`src/rtl/i2c_am_pkg.sv`:
```
package i2c_am_pkg;

    typedef enum logic [2:0] {
        SQ_IDLE,
        SQ_SETUP,
        SQ_START,
        SQ_LOW,
        SQ_HIGH,
        SQ_HOLD
    } seq_state_e;

    localparam logic [1:0] RA_BUF  = 2'd0;
    localparam logic [1:0] RA_CTL  = 2'd1;
    localparam logic [1:0] RA_STAT = 2'd2;
    localparam logic [1:0] RA_DIV  = 2'd3;

    localparam int CTL_MST  = 7;
    localparam int CTL_TX   = 6;
    localparam int CTL_BSY  = 5;
    localparam int CTL_PEND = 4;
    localparam int STAT_BSY = 5;
    localparam int STAT_LRB = 0;

    localparam logic [3:0] START_CODE = 4'hF;

endpackage

```
`src/rtl/i2c_am_linemon.sv`:
```
module i2c_am_linemon #(
    parameter int SYNC_STAGES = 2
) (
    input  logic clk,
    input  logic rst_n,
    input  logic scl_i,
    input  logic sda_i,
    output logic sda_s_o,
    output logic busy_o
);

    typedef struct packed {
        logic [SYNC_STAGES-1:0] scl_sh;
        logic [SYNC_STAGES-1:0] sda_sh;
        logic                   scl_prev;
        logic                   sda_prev;
        logic                   busy;
    } lm_t;

    lm_t  q, d;
    logic scl_s, sda_s, start_ev, stop_ev;

    assign scl_s = q.scl_sh[SYNC_STAGES-1];
    assign sda_s = q.sda_sh[SYNC_STAGES-1];

    always_comb begin
        d           = q;
        d.scl_sh    = q.scl_sh << 1;
        d.scl_sh[0] = scl_i;
        d.sda_sh    = q.sda_sh << 1;
        d.sda_sh[0] = sda_i;
        d.scl_prev  = scl_s;
        d.sda_prev  = sda_s;
        start_ev    = scl_s && q.scl_prev && q.sda_prev && !sda_s;
        stop_ev     = scl_s && q.scl_prev && !q.sda_prev && sda_s;
        if (start_ev) begin
            d.busy = 1'b1;
        end else if (stop_ev) begin
            d.busy = 1'b0;
        end
    end

    always_ff @(posedge clk or negedge rst_n) begin
        if (!rst_n) begin
            q.scl_sh   <= '1;
            q.sda_sh   <= '1;
            q.scl_prev <= 1'b1;
            q.sda_prev <= 1'b1;
            q.busy     <= 1'b0;
        end else begin
            q <= d;
        end
    end

    assign sda_s_o = sda_s;
    assign busy_o  = q.busy;

endmodule

```
`src/rtl/i2c_am_halfclk.sv`:
```
module i2c_am_halfclk #(
    parameter int DIV_W = 8
) (
    input  logic             clk,
    input  logic             rst_n,
    input  logic             run_i,
    input  logic [DIV_W-1:0] div_i,
    output logic             tick_o
);

    typedef struct packed {
        logic [DIV_W-1:0] cnt;
    } hc_t;

    hc_t q, d;

    always_comb begin
        d = q;
        if (!run_i || q.cnt == div_i) begin
            d.cnt = '0;
        end else begin
            d.cnt = q.cnt + 1'b1;
        end
    end

    always_ff @(posedge clk or negedge rst_n) begin
        if (!rst_n) begin
            q.cnt <= '0;
        end else begin
            q <= d;
        end
    end

    assign tick_o = run_i && (q.cnt == div_i);

    AST_HALF_PERIOD_BOUND: assert property (@(posedge clk) disable iff (!rst_n)
        run_i |-> q.cnt <= div_i);

endmodule

```
`src/rtl/i2c_am_seq.sv`:
```
module i2c_am_seq
    import i2c_am_pkg::*;
#(
    parameter int BYTE_W = 8
) (
    input  logic              clk,
    input  logic              rst_n,
    input  logic              go_i,
    input  logic [BYTE_W-1:0] byte_i,
    input  logic              pend_i,
    input  logic              tick_i,
    input  logic              sda_s_i,
    output logic              run_o,
    output logic              idle_o,
    output logic              done_o,
    output logic              ack_line_o,
    output logic              scl_oe_o,
    output logic              sda_oe_o
);

    localparam int CNT_W = $clog2(BYTE_W + 1);
    localparam logic [CNT_W-1:0] LAST = CNT_W'(BYTE_W);

    typedef struct packed {
        seq_state_e        st;
        logic [BYTE_W-1:0] sh;
        logic [CNT_W-1:0]  cnt;
    } sq_t;

    sq_t  q, d;
    logic done;

    always_comb begin
        d    = q;
        done = 1'b0;
        case (q.st)
            SQ_IDLE: begin
                if (go_i) begin
                    d.st  = SQ_SETUP;
                    d.sh  = byte_i;
                    d.cnt = '0;
                end
            end
            SQ_SETUP: if (tick_i) d.st = SQ_START;
            SQ_START: if (tick_i) d.st = SQ_LOW;
            SQ_LOW:   if (tick_i) d.st = SQ_HIGH;
            SQ_HIGH: begin
                if (tick_i) begin
                    if (q.cnt == LAST) begin
                        d.st = SQ_HOLD;
                        done = 1'b1;
                    end else begin
                        d.st  = SQ_LOW;
                        d.cnt = q.cnt + 1'b1;
                        d.sh  = q.sh << 1;
                    end
                end
            end
            SQ_HOLD:  if (pend_i) d.st = SQ_IDLE;
            default:  d.st = SQ_IDLE;
        endcase
    end

    always_ff @(posedge clk or negedge rst_n) begin
        if (!rst_n) begin
            q.st  <= SQ_IDLE;
            q.sh  <= '0;
            q.cnt <= '0;
        end else begin
            q <= d;
        end
    end

    assign run_o      = (q.st == SQ_SETUP) || (q.st == SQ_START) ||
                        (q.st == SQ_LOW)   || (q.st == SQ_HIGH);
    assign idle_o     = (q.st == SQ_IDLE);
    assign done_o     = done;
    assign ack_line_o = sda_s_i;
    assign scl_oe_o   = (q.st == SQ_LOW) || (q.st == SQ_HOLD);
    assign sda_oe_o   = (q.st == SQ_START) ||
                        (((q.st == SQ_LOW) || (q.st == SQ_HIGH)) &&
                         (q.cnt != LAST) && !q.sh[BYTE_W-1]);

    AST_SDA_FREE_ON_ACK: assert property (@(posedge clk) disable iff (!rst_n)
        (q.st == SQ_HIGH && q.cnt == LAST) |-> !sda_oe_o);
    AST_HOLD_KEEPS_SCL: assert property (@(posedge clk) disable iff (!rst_n)
        (q.st == SQ_HOLD && !pend_i) |=> scl_oe_o);
    AST_NINE_PULSES: assert property (@(posedge clk) disable iff (!rst_n)
        (q.st == SQ_HIGH) |-> q.cnt <= LAST);

endmodule

```
`src/rtl/i2c_addr_master.sv`:
```
module i2c_addr_master
    import i2c_am_pkg::*;
#(
    parameter int DIV_W       = 8,
    parameter int DIV_RST     = 3,
    parameter int SYNC_STAGES = 2
) (
    input  logic       clk,
    input  logic       rst_n,
    input  logic       reg_we,
    input  logic [1:0] reg_addr,
    input  logic [7:0] reg_wdata,
    output logic [7:0] reg_rdata,
    output logic       irq_o,
    input  logic       scl_i,
    input  logic       sda_i,
    output logic       scl_oe_o,
    output logic       sda_oe_o
);

    localparam int BYTE_W = 8;

    typedef struct packed {
        logic [BYTE_W-1:0] adr_buf;
        logic [DIV_W-1:0]  div;
        logic              mst;
        logic              tx;
        logic              pend;
        logic              lrb;
    } rg_t;

    rg_t  q, d;
    logic go, seq_run, seq_idle, seq_done, ack_line, tick, sda_s, bus_busy;

    i2c_am_linemon #(.SYNC_STAGES(SYNC_STAGES)) u_mon (
        .clk     (clk),
        .rst_n   (rst_n),
        .scl_i   (scl_i),
        .sda_i   (sda_i),
        .sda_s_o (sda_s),
        .busy_o  (bus_busy)
    );

    i2c_am_halfclk #(.DIV_W(DIV_W)) u_half (
        .clk    (clk),
        .rst_n  (rst_n),
        .run_i  (seq_run),
        .div_i  (q.div),
        .tick_o (tick)
    );

    i2c_am_seq #(.BYTE_W(BYTE_W)) u_seq (
        .clk        (clk),
        .rst_n      (rst_n),
        .go_i       (go),
        .byte_i     (q.adr_buf),
        .pend_i     (q.pend),
        .tick_i     (tick),
        .sda_s_i    (sda_s),
        .run_o      (seq_run),
        .idle_o     (seq_idle),
        .done_o     (seq_done),
        .ack_line_o (ack_line),
        .scl_oe_o   (scl_oe_o),
        .sda_oe_o   (sda_oe_o)
    );

    always_comb begin
        d  = q;
        go = 1'b0;
        if (seq_done) begin
            d.pend = 1'b0;
            d.lrb  = ack_line;
            if (!ack_line) begin
                d.tx = ~q.adr_buf[0];
            end
        end
        if (reg_we) begin
            case (reg_addr)
                RA_BUF: if (seq_idle) d.adr_buf = reg_wdata;
                RA_CTL: begin
                    if (reg_wdata[7:4] == START_CODE) begin
                        if (seq_idle && !bus_busy) begin
                            go     = 1'b1;
                            d.mst  = 1'b1;
                            d.tx   = 1'b1;
                            d.pend = 1'b1;
                        end
                    end else begin
                        if (seq_idle) begin
                            d.mst = reg_wdata[CTL_MST];
                            d.tx  = reg_wdata[CTL_TX];
                        end
                        if (reg_wdata[CTL_PEND] && !seq_done) begin
                            d.pend = 1'b1;
                        end
                    end
                end
                RA_DIV: if (seq_idle) d.div = reg_wdata[DIV_W-1:0];
                default: ;
            endcase
        end
    end

    always_ff @(posedge clk or negedge rst_n) begin
        if (!rst_n) begin
            q.adr_buf <= '0;
            q.div     <= DIV_W'(DIV_RST);
            q.mst     <= 1'b0;
            q.tx      <= 1'b0;
            q.pend    <= 1'b1;
            q.lrb     <= 1'b0;
        end else begin
            q <= d;
        end
    end

    always_comb begin
        reg_rdata = '0;
        case (reg_addr)
            RA_BUF: reg_rdata = q.adr_buf;
            RA_CTL: begin
                reg_rdata[CTL_MST]  = q.mst;
                reg_rdata[CTL_TX]   = q.tx;
                reg_rdata[CTL_BSY]  = bus_busy;
                reg_rdata[CTL_PEND] = q.pend;
            end
            RA_STAT: begin
                reg_rdata[STAT_BSY] = bus_busy;
                reg_rdata[STAT_LRB] = q.lrb;
            end
            default: reg_rdata[DIV_W-1:0] = q.div;
        endcase
    end

    assign irq_o = q.mst && !q.pend;

    AST_PEND_DROP_ON_NINTH: assert property (@(posedge clk) disable iff (!rst_n)
        seq_done |=> (!q.pend && irq_o));
    AST_TX_KEPT_ON_NACK: assert property (@(posedge clk) disable iff (!rst_n)
        (seq_done && ack_line) |=> (q.tx == $past(q.tx)));
    AST_NO_START_WHEN_BUSY: assert property (@(posedge clk) disable iff (!rst_n)
        (seq_idle && bus_busy) |=> !seq_run);
    AST_SCL_LOW_WHILE_PENDING: assert property (@(posedge clk) disable iff (!rst_n)
        (q.mst && !q.pend) |-> scl_oe_o);

endmodule

```
`config.mk`:
```
export PLATFORM = sky130hd
export DESIGN_NAME = i2c_addr_master
export DESIGN_NICKNAME = d
export VERILOG_FILES = /design/src/rtl/i2c_am_pkg.sv /design/src/rtl/i2c_am_linemon.sv /design/src/rtl/i2c_am_halfclk.sv /design/src/rtl/i2c_am_seq.sv /design/src/rtl/i2c_addr_master.sv
export SDC_FILE = /design/constraint.sdc
export NUM_CORES = 1
export LEC_CHECK = 0
export ABC_AREA = 1
export ABC_CLOCK_PERIOD_IN_PS = 1500
export BUFFER_PORTS_ARGS = -buffer_cell sky130_fd_sc_hd__buf_2
export CAP_MARGIN = 20
export CORE_MARGIN = 4
export CORE_UTILIZATION = 45
export CTS_CLUSTER_DIAMETER = 60
export DETAILED_ROUTE_END_ITERATION = 10
export GPL_ROUTABILITY_DRIVEN = 0
export GPL_TIMING_DRIVEN = 0
export PLACE_DENSITY_LB_ADDON = 0.3
export RECOVER_POWER = 25
export SLEW_MARGIN = 20
export SYNTH_ARGS = -nofsm -noshare
export SYNTH_HDL_FRONTEND = slang
export SYNTH_SLANG_ARGS = --single-unit
```
`constraint.sdc`:
```
create_clock -name clk -period 1.5 [get_ports clk]
set_input_delay 0.075 -clock clk [delete_from_list [all_inputs] [get_ports clk]]
set_output_delay 0.075 -clock clk [all_outputs]
set_load 0.05 [all_outputs]
```
# After elaboration in Yosys (flattened, before gate mapping)
# Index checks and enable logic that the tools add are counted.
# W data, S select, Z words.
totals:
  mem_bits_rw: 0
  output_inout_bits: 11
  latch_bits: 0
  rom_bits: 0
  ff_bits: 50
  n_memories: 0
  input_bits: 15
  wordCells: 107
op_classes:
  n_mux: 33
  n_bitwise: 1
  multipliers: 0
  div: 0
  n_reduce_logical: 36
  addsub: 2
  n_lt_le_gt_ge: 0
  n_shift: 0
  eq_ne: 20
ops:
  columns: ["op", "count"]
  rows:
  - ["$mux W15", 2]
  - ["$mux W3", 8]
  - ["$pmux W12 S2", 1]
  - ["$pmux W3 S6", 1]
  - ["$ne A2 B2 Y1 const B", 7]
  - ["$mux W12", 1]
  - ["$logic_and A1 B1 Y1", 11]
  - ["$mux W1", 11]
  - ["$add A8 B1 Y8 const B", 1]
  - ["$eq A4 B4 Y1 const B", 2]
  - ["$eq A8 B8 Y1", 1]
  - ["$mux W8", 1]
  - ["$reduce_and A4 Y1", 2]
  - ["$logic_not A1 Y1", 7]
  - ["$logic_or A1 B1 Y1", 7]
  - ["$eq A3 B2 Y1 const B", 2]
  - ["$eq A3 B3 Y1 const B", 2]
  - ["$mux W2", 3]
  - ["$pmux W1 S3", 2]
  - ["$pmux W2 S3", 1]
  - ["$pmux W3 S2", 1]
  - ["$reduce_and A3 Y1", 2]
  - ["$reduce_and A6 Y1", 1]
  - ["$reduce_bool A2 Y1", 3]
  - ["other kinds (11)", 12]

# Longest topological paths before layout
depth:
  ltp_word: 13
  ltp_mapped: 13
  depth_no_buf: 12

# Hierarchy
# A second synthesis with hierarchy kept.
hier_totals:
  hier_cells: 365
  area_unflattened_um2: 2776.4
by_module_without_submodules:
  columns: ["module", "area_each_um2", "seq_area_each_um2", "instances", "cells_per_inst"]
  rows:
  - ["i2c_addr_master", 1094.8, 504.2, 1, 133]
  - ["i2c_am_seq", 947.2, 375.4, 1, 145]
  - ["i2c_am_halfclk", 514.2, 200.2, 1, 71]
  - ["i2c_am_linemon", 220.2, 182.7, 1, 16]

# Least setup slack after synthesis
# OpenSTA, ideal clock, no wires.
synth_timing:
  kind: "register to output"
  start: "reg u_seq.q[12] (netlist bit)"
  end: "out sda_oe_o"
  required_time_ps: 1425
  path_stages_with_launch: 7
  path_buffers: 1
  arrival_ps: 2173
  path_slack_ps: -748
  cell_sequence: "dfrtp_1 -> nor2_2 -> inv_2 -> nor2_4 -> buf_2 -> o21ai_0 -> o21ai_0"
synth_between:
  elab_chain_cells: 5
  elab_cells_between_ends: 7
synth_lines:
  columns: ["element", "line_no", "rtl"]
  rows:
  - ["start, declared", "i2c_am_seq.sv:30", "sq_t q, d;"]
  - ["$eq A3 B2 Y1 / $eq A3 B3 Y1 (equally long branches)", "i2c_am_seq.sv:81", "(((q.st == SQ_LOW) || (q.st == SQ_HIGH)) &&"]
  - ["$logic_or A1 B1 Y1", "i2c_am_seq.sv:81", null]
  - ["$logic_and A1 B1 Y1", "i2c_am_seq.sv:81", null]
  - ["$logic_and A1 B1 Y1", "i2c_am_seq.sv:82", "(q.cnt != LAST) && !q.sh[BYTE_W-1]);"]
  - ["$logic_or A1 B1 Y1 *", "i2c_am_seq.sv:80", "assign sda_oe_o = (q.st == SQ_START) ||"]
  - ["end, declared", "i2c_addr_master.sv:18", "output logic sda_oe_o"]
# Every way passes the cells marked *; elsewhere a longest branch is shown, timed or not.

==> reports/qor.txt <==
Avg Cell Area, Syn - 7.79 um^2
register area share after synthesis - 45.5%
FMAX - 566 MHz
number of enable-type register cells in the synthesized netlist - 0
Synth-to-Final Area Change - 42.1%
CP Max Fanout - 3
Final setup viols - 45
antenna-violating nets left - 0
die footprint - 7480 um^2
worst-margin pin slew - 742 ps
area leader, netlist - dfrtp_1
GRT overflow - 0
Residual DRC - 0
count leader, synth - nand2_1
Top-Level Pins - 26
Final period util - 118%
Core Region - 5960 um^2
Worst-Skew Late Latency - 300 ps
via count - 2688
Total GRT Usage - 20.5%
Final Critical Period - 1770 ps
Worst Setup End Kind - register
clk sinks - 50
Commonest cells post-synth - nand2_1, inv_1, dfrtp_1, o21ai_0, nor2_1
vias per cell - 5.27
root buffer cell - clkbuf_8
Mapped Nets - 379
max-cap viol count - 0
post-DP HPWL - 4740 um
top area cells in the synthesized netlist - dfrtp_1, nand2_1, dfstp_2, inv_1, o21ai_0
crit path DAT - 1970 ps
Slew Viols, Final - 0
Final Hold Violating Endpoints - 0
CP startpoint kind - register
Starting Density - 46.6%
Die Width - 86.5 um
DR WL/cell - 15.5 um
clock buffer depth - 2
initial drt markers - 167
FILL cells - 466
Synthesis Warnings - 0
library cells used by synthesis - 33
Gate Count Post-Synth - 356
largest net degree at the start of global routing - 29
TNS Setup - -5600 ps
first-pass detailed-route iteration total - 4
Final Skew - 4.18 ps
Peak VDD IR - 1.04 mV
Rel. slew slack - 50.5%
Die H - 86.5 um
Seq cells post-synth - 50
PwrDens - 1790 nW/um^2
first-pass GRT wire length - 12000 um
antenna cells - 0
Final nets - 457
critical path data required time - 1700 ps
HP Class - input pin to register
critical path type - register to register
Post-synth ARST share - 100%
CTS tree - done
initial antenna violation count - 0
Post-Syn Area - 2770 um^2
pre-CTS WS - -195 ps
RSZ-0062 raised after global routing - yes
input/output buffers - 25
number of cell rows - 28
failing checks - negative setup slack
Post-Route WL - 7900 um
post-route worst setup slack - -267 ps
ys flop type - dfrtp_1
clock transition at the registers of the reported paths - 90 ps
# H-tree levels - 2
CTS Buf Count - 5
result of the run - finished with violations
Leak - 1.89 nW
fraction of layout cells with a size suffix above 1 - 42.3%
vias in the first global route - 2469
area share of the largest cell type after synthesis - 37.0%
[metal layers]
layer / GRT usage, % / share of wire (%) / vias to the layer above
met4: 8.36 / 3.3 / 0
li1: - / - / 1292
met1: 28.9 / 44 / 1286
met5: 0 / 0 / -
met3: 3.90 / 4.7 / 25
met2: 31.2 / 48 / 85
[path summary, 6_finish.rpt]
path	startpoint	to	slack [ps]	cells after the start
worst min-delay path	reg_wdata[1]	q[5]	10	3
max in group asynchronous	rst_n	q[1]	490	3
min in group asynchronous	rst_n	u_half.q[2]	370	2
worst max register to register	q[4]	q[2]	-270	9
worst min register to register	u_mon.d[6]	u_mon.d[2]	360	0
worst max-delay path	q[4]	q[2]	-270	9
[through the flow]
step | instances | total power [mW] | cell area (um^2) | util [%] | hold slack [ps]
after global placement | 456 | 4.52 | 3000 | 50.3 | 181
final | 510 | 7.04 | 3940 | 66.1 | 13.7
after global routing | 510 | 7.48 | 3940 | 66.1 | 8.70
after CTS | 500 | 6.11 | 3550 | 59.7 | 2.22
after floorplan | 356 | 4.00 | 2780 | - | -221
after detailed placement | 457 | 4.58 | 3020 | 50.8 | 144
[cell type report]
class / instances / area (um^2) / share of cell area, %
Multi-Input combinational cell: 239 / 1540 / 39.0
Sequential cell: 50 / 1260 / 32.1
Timing Repair Buffer: 71 / 633 / 16.1
Inverter: 61 / 245 / 6.23
Tap cell: 75 / 93.8 / 2.38
Clock buffer: 7 / 86.3 / 2.19
Buffer: 6 / 75.1 / 1.91
Clock inverter: 1 / 5.00 / 0.127
[cell usage in the layout (no fill, tap or decap), types with 3 or more instances in the layout]
master / synthesis / layout
nand2_1: 98 / 75
inv_1: 55 / 48
dfrtp_1: 41 / 39
nand2_2: 4 / 23
buf_4: 4 / 23
buf_6: 1 / 22
nor2_1: 26 / 19
buf_2: 1 / 18
o21ai_2: 4 / 17
o21ai_0: 35 / 12
o21ai_1: 2 / 11
inv_2: 5 / 9
nand4_1: 8 / 8
nor2_4: 4 / 8
dfstp_2: 9 / 8
nand3_1: 12 / 7
nor2_2: 3 / 6
ha_1: 8 / 6
clkbuf_8: 0 / 6
a21oi_1: 7 / 5
nand3b_1: 5 / 5
nand3_2: 0 / 5
nand2_4: 2 / 5
dlygate4sd3_1: 0 / 5
buf_8: 0 / 4
xor2_1: 3 / 3
nor3_4: 0 / 3
[registers in the layout (all words and copies together) (netlist names)]
name	cells
u_mon.sda_s_o	1
q	20
u_half.q	8
u_mon.d	3
u_seq.q	15
u_mon.busy_o	1
u_mon.q	2
[worst max-delay path, stage by stage, from the launching register on]
cell and delay [ps]:
dfstp_2 550, inv_2 40, nand2_1 50, nand2_1 80
nor2_1 150, nand2_1 80, nor2_1 320, nand4_1 210
nand3_2 130, nand2_2 60
[kinds of logic after synthesis]
group | Yosys count | synth area share [%]
AND/OR/NAND/NOR | 171 | 28.4
flip-flops | 50 | 45.5
buffers and inverters | 67 | 9.93
AO/OA/AOI/OAI | 56 | 11.3
adder cells (fa/ha/maj) | 8 | 3.61
XOR/XNOR | 4 | 1.26
[power by group]
part | total, mW | internal [mW] | switching, mW
Clock | 0.829 | 0.374 | 0.455
Sequential | 2.14 | 1.82 | 0.319
Combinational | 4.07 | 1.68 | 2.40
Total | 7.04 | 3.87 | 3.17
[timing repair]
| action | in CTS | in global routing |
|---|---|---|
| pin swaps | 18 | 26 |
| hold endpoints to repair | 26 | 0 |
| buffers inserted | 28 | 9 |
| resized for setup | 49 | 104 |
| gates cloned | 2 | 2 |
| hold buffers | 5 | 0 |
| endpoints found under the setup margin | 45 | 50 |
(Power assumes the default switching activity.)
